`config.mk`:
```
export PLATFORM = sky130hd
export DESIGN_NAME = rxw_assembler
export DESIGN_NICKNAME = d
export VERILOG_FILES = /design/src/rtl/rxw_pkg.sv /design/src/rtl/rxw_ctrl.sv /design/src/rtl/rxw_shift.sv /design/src/rtl/rxw_assembler.sv
export SDC_FILE = /design/constraint.sdc
export NUM_CORES = 1
export LEC_CHECK = 0
export CAP_MARGIN = 30
export CORE_UTILIZATION = 50
export CTS_BUF_LIST = sky130_fd_sc_hd__clkbuf_2
export CTS_CLUSTER_DIAMETER = 30
export DETAILED_ROUTE_END_ITERATION = 16
export GPL_TIMING_DRIVEN = 0
export PLACE_DENSITY_LB_ADDON = 0.12
export SKIP_LAST_GASP = 1
export SYNTH_ARGS = -nofsm -noshare
export SYNTH_HDL_FRONTEND = slang
export SYNTH_HIERARCHICAL = 1
export SYNTH_SLANG_ARGS = --single-unit
```
`constraint.sdc`:
```
create_clock -name clk -period 3.58 [get_ports clk]
set_input_delay 0.895 -clock clk [delete_from_list [all_inputs] [get_ports clk]]
set_output_delay 0.895 -clock clk [all_outputs]
set_load 0.01 [all_outputs]
```
`src/rtl/rxw_pkg.sv`:
```
package rxw_pkg;

    typedef enum logic {
        MODE_IDLE = 1'b0,
        MODE_PKT  = 1'b1
    } rx_mode_e;

    function automatic logic odd_fill(input logic [15:0] w);
        return ~(^w);
    endfunction

endpackage

```
`src/rtl/rxw_ctrl.sv`:
```
module rxw_ctrl
    import rxw_pkg::*;
#(
    parameter int WORD_W = 16,
    parameter int BYTE_W = 8,
    localparam int CNT_W = $clog2(WORD_W)
) (
    input  logic             clk,
    input  logic             rst,
    input  logic             bit_tick,
    input  logic             carrier,
    input  logic             preamble_seen,
    output logic             active,
    output logic [CNT_W-1:0] cnt,
    output logic             bad,
    output logic             shift_en,
    output logic             word_last,
    output logic             part_wr
);

    typedef struct packed {
        rx_mode_e         mode;
        logic             armed;
        logic [CNT_W-1:0] cnt;
        logic             bad;
    } ctrl_t;

    localparam logic [CNT_W-1:0] LAST_POS = CNT_W'(WORD_W - 1);
    localparam logic [CNT_W-1:0] HALF_POS = CNT_W'(BYTE_W);

    ctrl_t st_d, st_q;
    logic  enter;

    always_comb begin
        st_d      = st_q;
        shift_en  = 1'b0;
        word_last = 1'b0;
        part_wr   = 1'b0;
        enter     = 1'b0;
        if (bit_tick) begin
            if (st_q.mode == MODE_PKT) begin
                if (carrier) begin
                    shift_en  = 1'b1;
                    word_last = (st_q.cnt == LAST_POS);
                    st_d.cnt  = st_q.cnt + 1'b1;
                end else begin
                    st_d.mode = MODE_IDLE;
                    st_d.cnt  = '0;
                    st_d.bad  = (st_q.cnt != '0);
                    part_wr   = (st_q.cnt == HALF_POS);
                end
            end else if (st_q.armed && carrier) begin
                enter      = 1'b1;
                shift_en   = 1'b1;
                st_d.mode  = MODE_PKT;
                st_d.armed = 1'b0;
                st_d.cnt   = CNT_W'(1);
            end
        end
        if (preamble_seen && (st_q.mode == MODE_IDLE) && !enter) begin
            st_d.armed = 1'b1;
            st_d.bad   = 1'b0;
        end
    end

    always_ff @(posedge clk) begin
        if (rst) begin
            st_q.mode  <= MODE_IDLE;
            st_q.armed <= 1'b0;
            st_q.cnt   <= '0;
            st_q.bad   <= 1'b0;
        end else begin
            st_q <= st_d;
        end
    end

    assign active = (st_q.mode == MODE_PKT);
    assign cnt    = st_q.cnt;
    assign bad    = st_q.bad;

endmodule

```
`src/rtl/rxw_shift.sv`:
```
module rxw_shift
    import rxw_pkg::*;
#(
    parameter int WORD_W = 16,
    parameter int BYTE_W = 8
) (
    input  logic              clk,
    input  logic              rst,
    input  logic              shift_en,
    input  logic              word_last,
    input  logic              part_wr,
    input  logic              bit_in,
    output logic [WORD_W-1:0] word,
    output logic              par,
    output logic              wr
);

    localparam int PAD_W = WORD_W - BYTE_W;

    typedef struct packed {
        logic [WORD_W-1:0] sh;
        logic [WORD_W-1:0] word;
        logic              par;
        logic              wr;
    } shift_t;

    shift_t st_d, st_q;
    logic [WORD_W-1:0] shifted;

    always_comb begin
        st_d    = st_q;
        st_d.wr = 1'b0;
        shifted = {st_q.sh[WORD_W-2:0], bit_in};
        if (shift_en) begin
            st_d.sh = shifted;
        end
        if (word_last) begin
            st_d.word = shifted;
            st_d.wr   = 1'b1;
        end else if (part_wr) begin
            st_d.word = {st_q.sh[BYTE_W-1:0], {PAD_W{1'b0}}};
            st_d.wr   = 1'b1;
        end
        st_d.par = odd_fill(16'(st_d.word));
    end

    always_ff @(posedge clk) begin
        if (rst) begin
            st_q.sh   <= '0;
            st_q.word <= '0;
            st_q.par  <= 1'b1;
            st_q.wr   <= 1'b0;
        end else begin
            st_q <= st_d;
        end
    end

    assign word = st_q.word;
    assign par  = st_q.par;
    assign wr   = st_q.wr;

endmodule

```
`src/rtl/rxw_assembler.sv`:
```
module rxw_assembler #(
    parameter int WORD_W = 16,
    parameter int BYTE_W = 8,
    localparam int CNT_W = $clog2(WORD_W)
) (
    input  logic              clk,
    input  logic              rst,
    input  logic              bit_tick,
    input  logic              bit_in,
    input  logic              carrier,
    input  logic              preamble_seen,
    output logic              pkt_active,
    output logic [CNT_W-1:0]  bit_cnt,
    output logic [WORD_W-1:0] word_data,
    output logic              word_par,
    output logic              word_wr,
    output logic              bad_align
);

    logic shift_en;
    logic word_last;
    logic part_wr;

    rxw_ctrl #(
        .WORD_W (WORD_W),
        .BYTE_W (BYTE_W)
    ) ctrl_i (
        .clk           (clk),
        .rst           (rst),
        .bit_tick      (bit_tick),
        .carrier       (carrier),
        .preamble_seen (preamble_seen),
        .active        (pkt_active),
        .cnt           (bit_cnt),
        .bad           (bad_align),
        .shift_en      (shift_en),
        .word_last     (word_last),
        .part_wr       (part_wr)
    );

    rxw_shift #(
        .WORD_W (WORD_W),
        .BYTE_W (BYTE_W)
    ) shift_i (
        .clk       (clk),
        .rst       (rst),
        .shift_en  (shift_en),
        .word_last (word_last),
        .part_wr   (part_wr),
        .bit_in    (bit_in),
        .word      (word_data),
        .par       (word_par),
        .wr        (word_wr)
    );

endmodule

```
==> metrics.md, run 1 <==
| Metric | Value |
|---|---|
| Fin util | 62.6% |
| Routed wl met3 | 142 um |
| Seq/Total Area, Yosys | 40.9% |
| Setup TNS | 0 ns |
| Placed cell areas | 2290 sq um |
| Fraction of layout cells with a size suffix above 1 | 12.2% |
| Most common flop cell mapped by yosys | sky130_fd_sc_hd__dfxtp_1 |
| First-pass DRT Iterations | 4 |
| Headroom to the max-slew limit | 50.5% |
| Total Wirelength | 4010 um |
| Quantity of gates resized following cts | 0 |
| Category of the critical setup timing path | input port to flop |
| Mean instance size in the synthesized netlist | 9.68 sq um |
| Hold wc startpoint | ctrl_i/bad |
| Power per standard cell area | 297 nW/um^2 |
| Worst reg2reg startpoint | ctrl_i/cnt[0] |
| Maximum ir drop on the vdd rail | 194 uV |
| First DRT Iteration DRCs | 38 |
| Worst-Skew Late Latency | 0.41 ns |
| Total of max-cap violations | 0 |
| Period utilization | 77.2% |
| Synth cell types | 36 |
| Post-Place Setup Slack | 0.375 ns |
| Setup slack after layout | 0.818 ns |
| Worst path buffer plus inverter count | 2 |
| Number of cells on the critical path | 10 |
| Netlist area before placement | 1960 sq um |
| Clock skew after layout | 0.0191 ns |
| Static leakage | 0.835 nW |
| Cell chain of the critical path | clkbuf_4 > nand2_2 > nor3_1 > buf_6 > mux2_4 > mux2i_1 > xnor2_1 > xnor2_1 > xnor3_1 > nand2b_1 |
| Main area contributors after synthesis | sky130_fd_sc_hd__dfxtp_1 (41%), sky130_fd_sc_hd__mux2i_1 (11%), sky130_fd_sc_hd__xnor2_1 (7.6%) |
| Hold crit path type | flop to flop |
| Commonest non-fill, non-tap cell in the layout | sky130_fd_sc_hd__dfxtp_1 |
| Number of buffers added by the clock tree synthesis step | 5 |
| Clock-pin slew on the worst setup and hold paths | 0.19 ns |
| DP Wirelength | 3000 um |
| Initial antenna violation count | 0 |
| Number of cells on the worst hold path | 2 |
| Syn-to-layout area delta | 18.9% |
| Area of the die | 4170 sq um |
| GR Overflow Total | 0 |
| Final Max Slew Viols | 0 |
| Setup crit end kind | flop |
| Number of sinks driven by the clock tree | 40 |
| Post-route met1 wirelength | 1720 um |
| Highest-count cells in the layout ignoring fill and taps | sky130_fd_sc_hd__dfxtp_1 (40), sky130_fd_sc_hd__nor2_1 (36), sky130_fd_sc_hd__clkdlybuf4s50_1 (27) |
| Unrepaired setup endpoints after global routing | false |
| Synth area leader | sky130_fd_sc_hd__dfxtp_1 |
| Largest net degree at the start of global routing | 12 |
| Period minus WS final | 2.76 ns |
| Number of design rule violations left after detail routing | 0 |
| # H-tree levels | 2 |
| Critical path launch point | bit_tick |
| Remaining number of nets flagged by the antenna check after routing | 0 |
| Slowest cell on crit path | sky130_fd_sc_hd__nor3_1 |
| Core ar. | 3720 sq um |
| Arrival time of the worst setup path | 3.13 ns |
| Share of the synthesized area in the top cell type | 40.9% |
| Boundary Pins | 30 |
| DR WL/cell | 14.1 um |
| Number of input and output port buffers inserted | 27 |
| Clock tree from TritonCTS | yes |
| Total via count in the routed design | 1515 |
| Effective utilization at floorplan | 52.6% |
| Worst hold margin | 0.549 ns |
| Result of the run | finished, final reports clean |
| Die outline width | 64.5 um |
| Setup violations, final | 0 |
| Worst path max stage delay | 0.43 ns |
| Nets in the synthesized netlist | 210 |
| Number of standard-cell rows in the floorplan | 22 |
| Count of flip-flops with a built-in enable after synthesis | 0 |
| Cell seen most often among critical-path stages | sky130_fd_sc_hd__xnor2_1 |
| Vias in the first global route | 1559 |
| Hold-fix buffer count after cts | 0 |
| CP required | 3.95 ns |
| Yosys synthesis warning count | 6 |
| Worst Path Max Fanout | 10 |
| Count of buffers added by post-CTS timing repair for setup | 0 |
| Deepest clock path buffer count | 2 |
| Overall die height | 64.5 um |
| CTS Root Cell | sky130_fd_sc_hd__clkbuf_2 |
| Finished layout cell area | 2320 sq um |
| Family with the most delay on the worst path | XOR/XNOR gates |
| Number of cells produced by synthesis | 202 |
| Highest routing layer actually used | met4 |
| Post-synth ARST share | 0% |
| Met2 layer wire length in the routed design | 2080 um |
| Global-route wire length before repair | 6860 um |
| Final nets | 244 |
| Startpoint types | input port |
| Worst slew pin tran | 0.743 ns |
| Yosys reg bits | 40 |
| Count of inserted antenna diode cells | 0 |
| Aggregate global-route resource usage | 21.9% |
| Placer's final routability congestion estimate | 0.809 |
| Max Fclk | 362 MHz |
| Number of cells traversed by the worst register-to-register path | 11 |
| Final hold violation count | 0 |
| Via-to-Cell Ratio | 5.32 |
-- metal layers --
| layer | up-vias | global-route usage [%] |
|---|---|---|
| met2 | 28 | 39.9 |
| met5 | - | 0 |
| met4 | 0 | 8.61 |
| met1 | 728 | 24.0 |
| li1 | 753 | - |
| met3 | 6 | 5.99 |
-- cells in the mapped netlist (4+ instances only) --
cell                        n
sky130_fd_sc_hd__clkbuf_1   9
sky130_fd_sc_hd__buf_4      4
sky130_fd_sc_hd__dfxtp_1   40
sky130_fd_sc_hd__mux2i_1   21
sky130_fd_sc_hd__mux2_4     4
sky130_fd_sc_hd__a21oi_1    4
sky130_fd_sc_hd__o21ai_0    6
sky130_fd_sc_hd__nand3b_1   4
sky130_fd_sc_hd__nor2_1    36
sky130_fd_sc_hd__a22oi_1    9
sky130_fd_sc_hd__nand2_1    4
sky130_fd_sc_hd__xnor2_1   17
-- area by class of cell --
cell class	instances	area, sq um
buffer	18	110
clock buffer	7	35.0
clock inverter	1	3.75
fill	319	1390
inverter	3	11.3
multi-input combinational	141	1030
sequential	40	801
tap	48	60.1
timing repair buffer	27	270
-- registers in the layout, indices dropped and copies added (netlist names) --
signal,flops
ctrl_i/st_q,1
ctrl_i/active,1
ctrl_i/cnt,4
ctrl_i/bad,1
shift_i/wr,1
shift_i/par,1
shift_i/word,16
shift_i/shifted,15
-- worst min-delay path, stage by stage, from the launching register on --
cell and delay, ns:
sky130_fd_sc_hd__dfxtp_1 0.35, sky130_fd_sc_hd__o21ai_0 0.11, sky130_fd_sc_hd__a221oi_2 0.07
-- cells by family (layout without fill, tap and decap cells) --
kind of cell    count (synthesis)  after routing  synth area share (%)
xor+xnor                       21             21                  10.5
flops                          40             40                  40.9
mux                            29             29                  16.4
buf+inv                        21             56                  6.21
compound gates                 26             26                  9.53
fa+ha+maj                       2              2                  1.28
simple gates                   63             63                  15.2
-- report_power, final --
group	switching (mW)	internal [mW]
combinational	0.0249	0.0194
clock	0.143	0.0522
sequential	0.00268	0.448
total	0.171	0.520
-- per-stage QoR --
step	power, mW	std cells
floorplan	0.490	202
global placement	0.504	277
detailed placement	0.505	277
CTS	0.698	285
global route	0.723	285
finish	0.691	285
-- worst paths after layout --
path / to / slack, ns
worst min register to register: ctrl_i/bad / 0.55
worst min-delay path: ctrl_i/bad / 0.55
worst max register to register: shift_i/par / 0.87
worst max-delay path: shift_i/par / 0.82
(Power assumes the default switching activity.)
==> run 2, diff against run 1 <==
Clock period 3.58 ns to 2.7 ns, I/O delays scaled along.
==> metrics.md, run 2 (same netlist as run 1, synthesis figures left out) <==
| Metric | Value |
|---|---|
| Result of the run | finished, final reports clean |
| Worst reg2reg startpoint | ctrl_i/cnt[0] |
| Register-to-register setup slack | 0.14 ns |
| Number of flip-flops in the largest register | 16 |
| Via-to-Cell Ratio | 5.32 |
| Category of the critical setup timing path | flop to flop |
| Syn-to-layout area delta | 19.6% |
| Post-Place Setup Slack | -0.285 ns |
| Setup violations, final | 0 |
| First-pass DRT Iterations | 4 |
| Placer's final routability congestion estimate | 0.809 |
| DP Wirelength | 3000 um |
| CP required | 3.07 ns |
| Largest net degree at the start of global routing | 12 |
| Arrival time of the worst setup path | 2.93 ns |
| Headroom to the max-slew limit | 50.1% |
| Final Max Slew Viols | 0 |
| # H-tree levels | 2 |
| CTS Root Cell | sky130_fd_sc_hd__clkbuf_2 |
| Period utilization | 94.7% |
| Placed Cells incl. Taps | 277 |
| Number of design rule violations left after detail routing | 0 |
| Highest-count cells in the layout ignoring fill and taps | sky130_fd_sc_hd__dfxtp_1 (40), sky130_fd_sc_hd__nor2_1 (35), sky130_fd_sc_hd__clkdlybuf4s50_1 (27) |
| Remaining number of nets flagged by the antenna check after routing | 0 |
| Setup TNS | 0 ns |
| Internal power summed over all cells | 0.690 mW |
| Commonest non-fill, non-tap cell in the layout | sky130_fd_sc_hd__dfxtp_1 |
| Hold crit path type | flop to flop |
| Hold-fix buffer count after cts | 0 |
| Final hold violation count | 0 |
| Static leakage | 0.843 nW |
| Aggregate global-route resource usage | 22.1% |
| Vias in the first global route | 1572 |
| Hold wc startpoint | ctrl_i/bad |
| Die outline width | 64.5 um |
| Worst-Skew Late Latency | 0.41 ns |
| Number of sinks driven by the clock tree | 40 |
| Switching power total | 0.228 mW |
| Worst hold margin | 0.556 ns |
| Critical path launch point | ctrl_i/cnt[0] |
| Total via count in the routed design | 1517 |
| Overall die height | 64.5 um |
| Count of inserted antenna diode cells | 0 |
| Finished layout cell area | 2340 sq um |
| Most flop-heavy register | shift_i/word |
| Startpoint types | flop |
| Share of total power consumed by net switching | 24.9% |
| Area of the die | 4170 sq um |
| Total Wirelength | 4090 um |
| Worst Path Max Fanout | 10 |
| GR Overflow Total | 0 |
| Global-route wire length before repair | 6910 um |
| Total of max-cap violations | 0 |
| First DRT Iteration DRCs | 43 |
| Setup crit end kind | flop |
| Maximum ir drop on the vdd rail | 260 uV |
| Clock tree from TritonCTS | yes |
| Initial antenna violation count | 0 |
| Placed cell areas | 2290 sq um |
| Period minus WS final | 2.56 ns |
| Fin util | 62.9% |
| Clk pwr share | 28.3% |
| Boundary Pins | 30 |
| Max Fclk | 391 MHz |
| Clock skew after layout | 0.0166 ns |
| Fraction of layout cells with a size suffix above 1 | 13.1% |
| Combinational Power Share | 6.5% |
| Finished Layout Cells | 285 |
| Number of standard-cell rows in the floorplan | 22 |
| DR WL/cell | 14.4 um |
| Deepest clock path buffer count | 2 |
| Effective utilization at floorplan | 52.6% |
| Number of buffers added by the clock tree synthesis step | 5 |
| Worst slew pin tran | 0.749 ns |
| Core ar. | 3720 sq um |
| Power, Total | 0.918 mW |
| Unrepaired setup endpoints after global routing | false |
| Setup slack after layout | 0.142 ns |
| Number of input and output port buffers inserted | 27 |
| Final nets | 244 |
| Clock-pin slew on the worst setup and hold paths | 0.19 ns |
| Power per standard cell area | 392 nW/um^2 |
| Sequential fraction of design power | 65.2% |
-- run 2: cell count changes in the layout (fill, tap and decap cells not counted) --
cell                     previous run  this run
sky130_fd_sc_hd__nor2_2             0         1
sky130_fd_sc_hd__nor2_1            36        35
sky130_fd_sc_hd__nor3_1             3         2
sky130_fd_sc_hd__nor3_4             0         1
-- run 2: area by class of cell --
class / count / area, sq um
fill: 319 / 1380
multi-input combinational: 141 / 1050
sequential: 40 / 801
timing repair buffer: 27 / 270
buffer: 18 / 110
tap: 48 / 60.1
clock buffer: 7 / 35.0
inverter: 3 / 11.3
clock inverter: 1 / 3.75
-- run 2: final timing paths --
path / to / cells after the start
max: shift_i/par / 11
min: ctrl_i/bad / 2
max reg2reg: shift_i/par / 11
min reg2reg: ctrl_i/bad / 2
-- run 2: per-layer routing --
metal / wire (um) / track usage [%] / up-vias / share of wire, %
li1: - / - / 753 / -
met1: 1780 / 24.0 / 729 / 43
met2: 2120 / 40.4 / 29 / 52
met3: 127 / 5.99 / 6 / 3.1
met4: 65 / 8.61 / 0 / 1.6
met5: 0 / 0 / - / 0
-- run 2: timing repair --
item | 4_1_cts | 5_1_grt
gates resized for setup | 1 | 2
setup endpoints to repair | 1 | 1
buffers inserted | 0 | 0
-- run 2: worst max-delay path, cell delays in order, from the launching register on --
cell and delay (ns):
sky130_fd_sc_hd__dfxtp_1 0.38, sky130_fd_sc_hd__inv_1 0.10, sky130_fd_sc_hd__ha_1 0.16, sky130_fd_sc_hd__nand3b_1 0.13, sky130_fd_sc_hd__nor3_4 0.22, sky130_fd_sc_hd__buf_6 0.20
sky130_fd_sc_hd__mux2_4 0.30, sky130_fd_sc_hd__mux2i_1 0.21, sky130_fd_sc_hd__xnor2_1 0.18, sky130_fd_sc_hd__xnor2_1 0.14, sky130_fd_sc_hd__xnor3_1 0.41, sky130_fd_sc_hd__nand2b_1 0.09
-- run 2: power groups by stage --
stage | logic, mW | registers [mW] | clock network [mW]
after global routing | 0.0662 | 0.599 | 0.294
after detailed placement | 0.0592 | 0.610 | 0
after global placement | 0.0582 | 0.610 | 0
after floorplan | 0.0406 | 0.609 | 0
final | 0.0599 | 0.598 | 0.260
after CTS | 0.0595 | 0.598 | 0.268
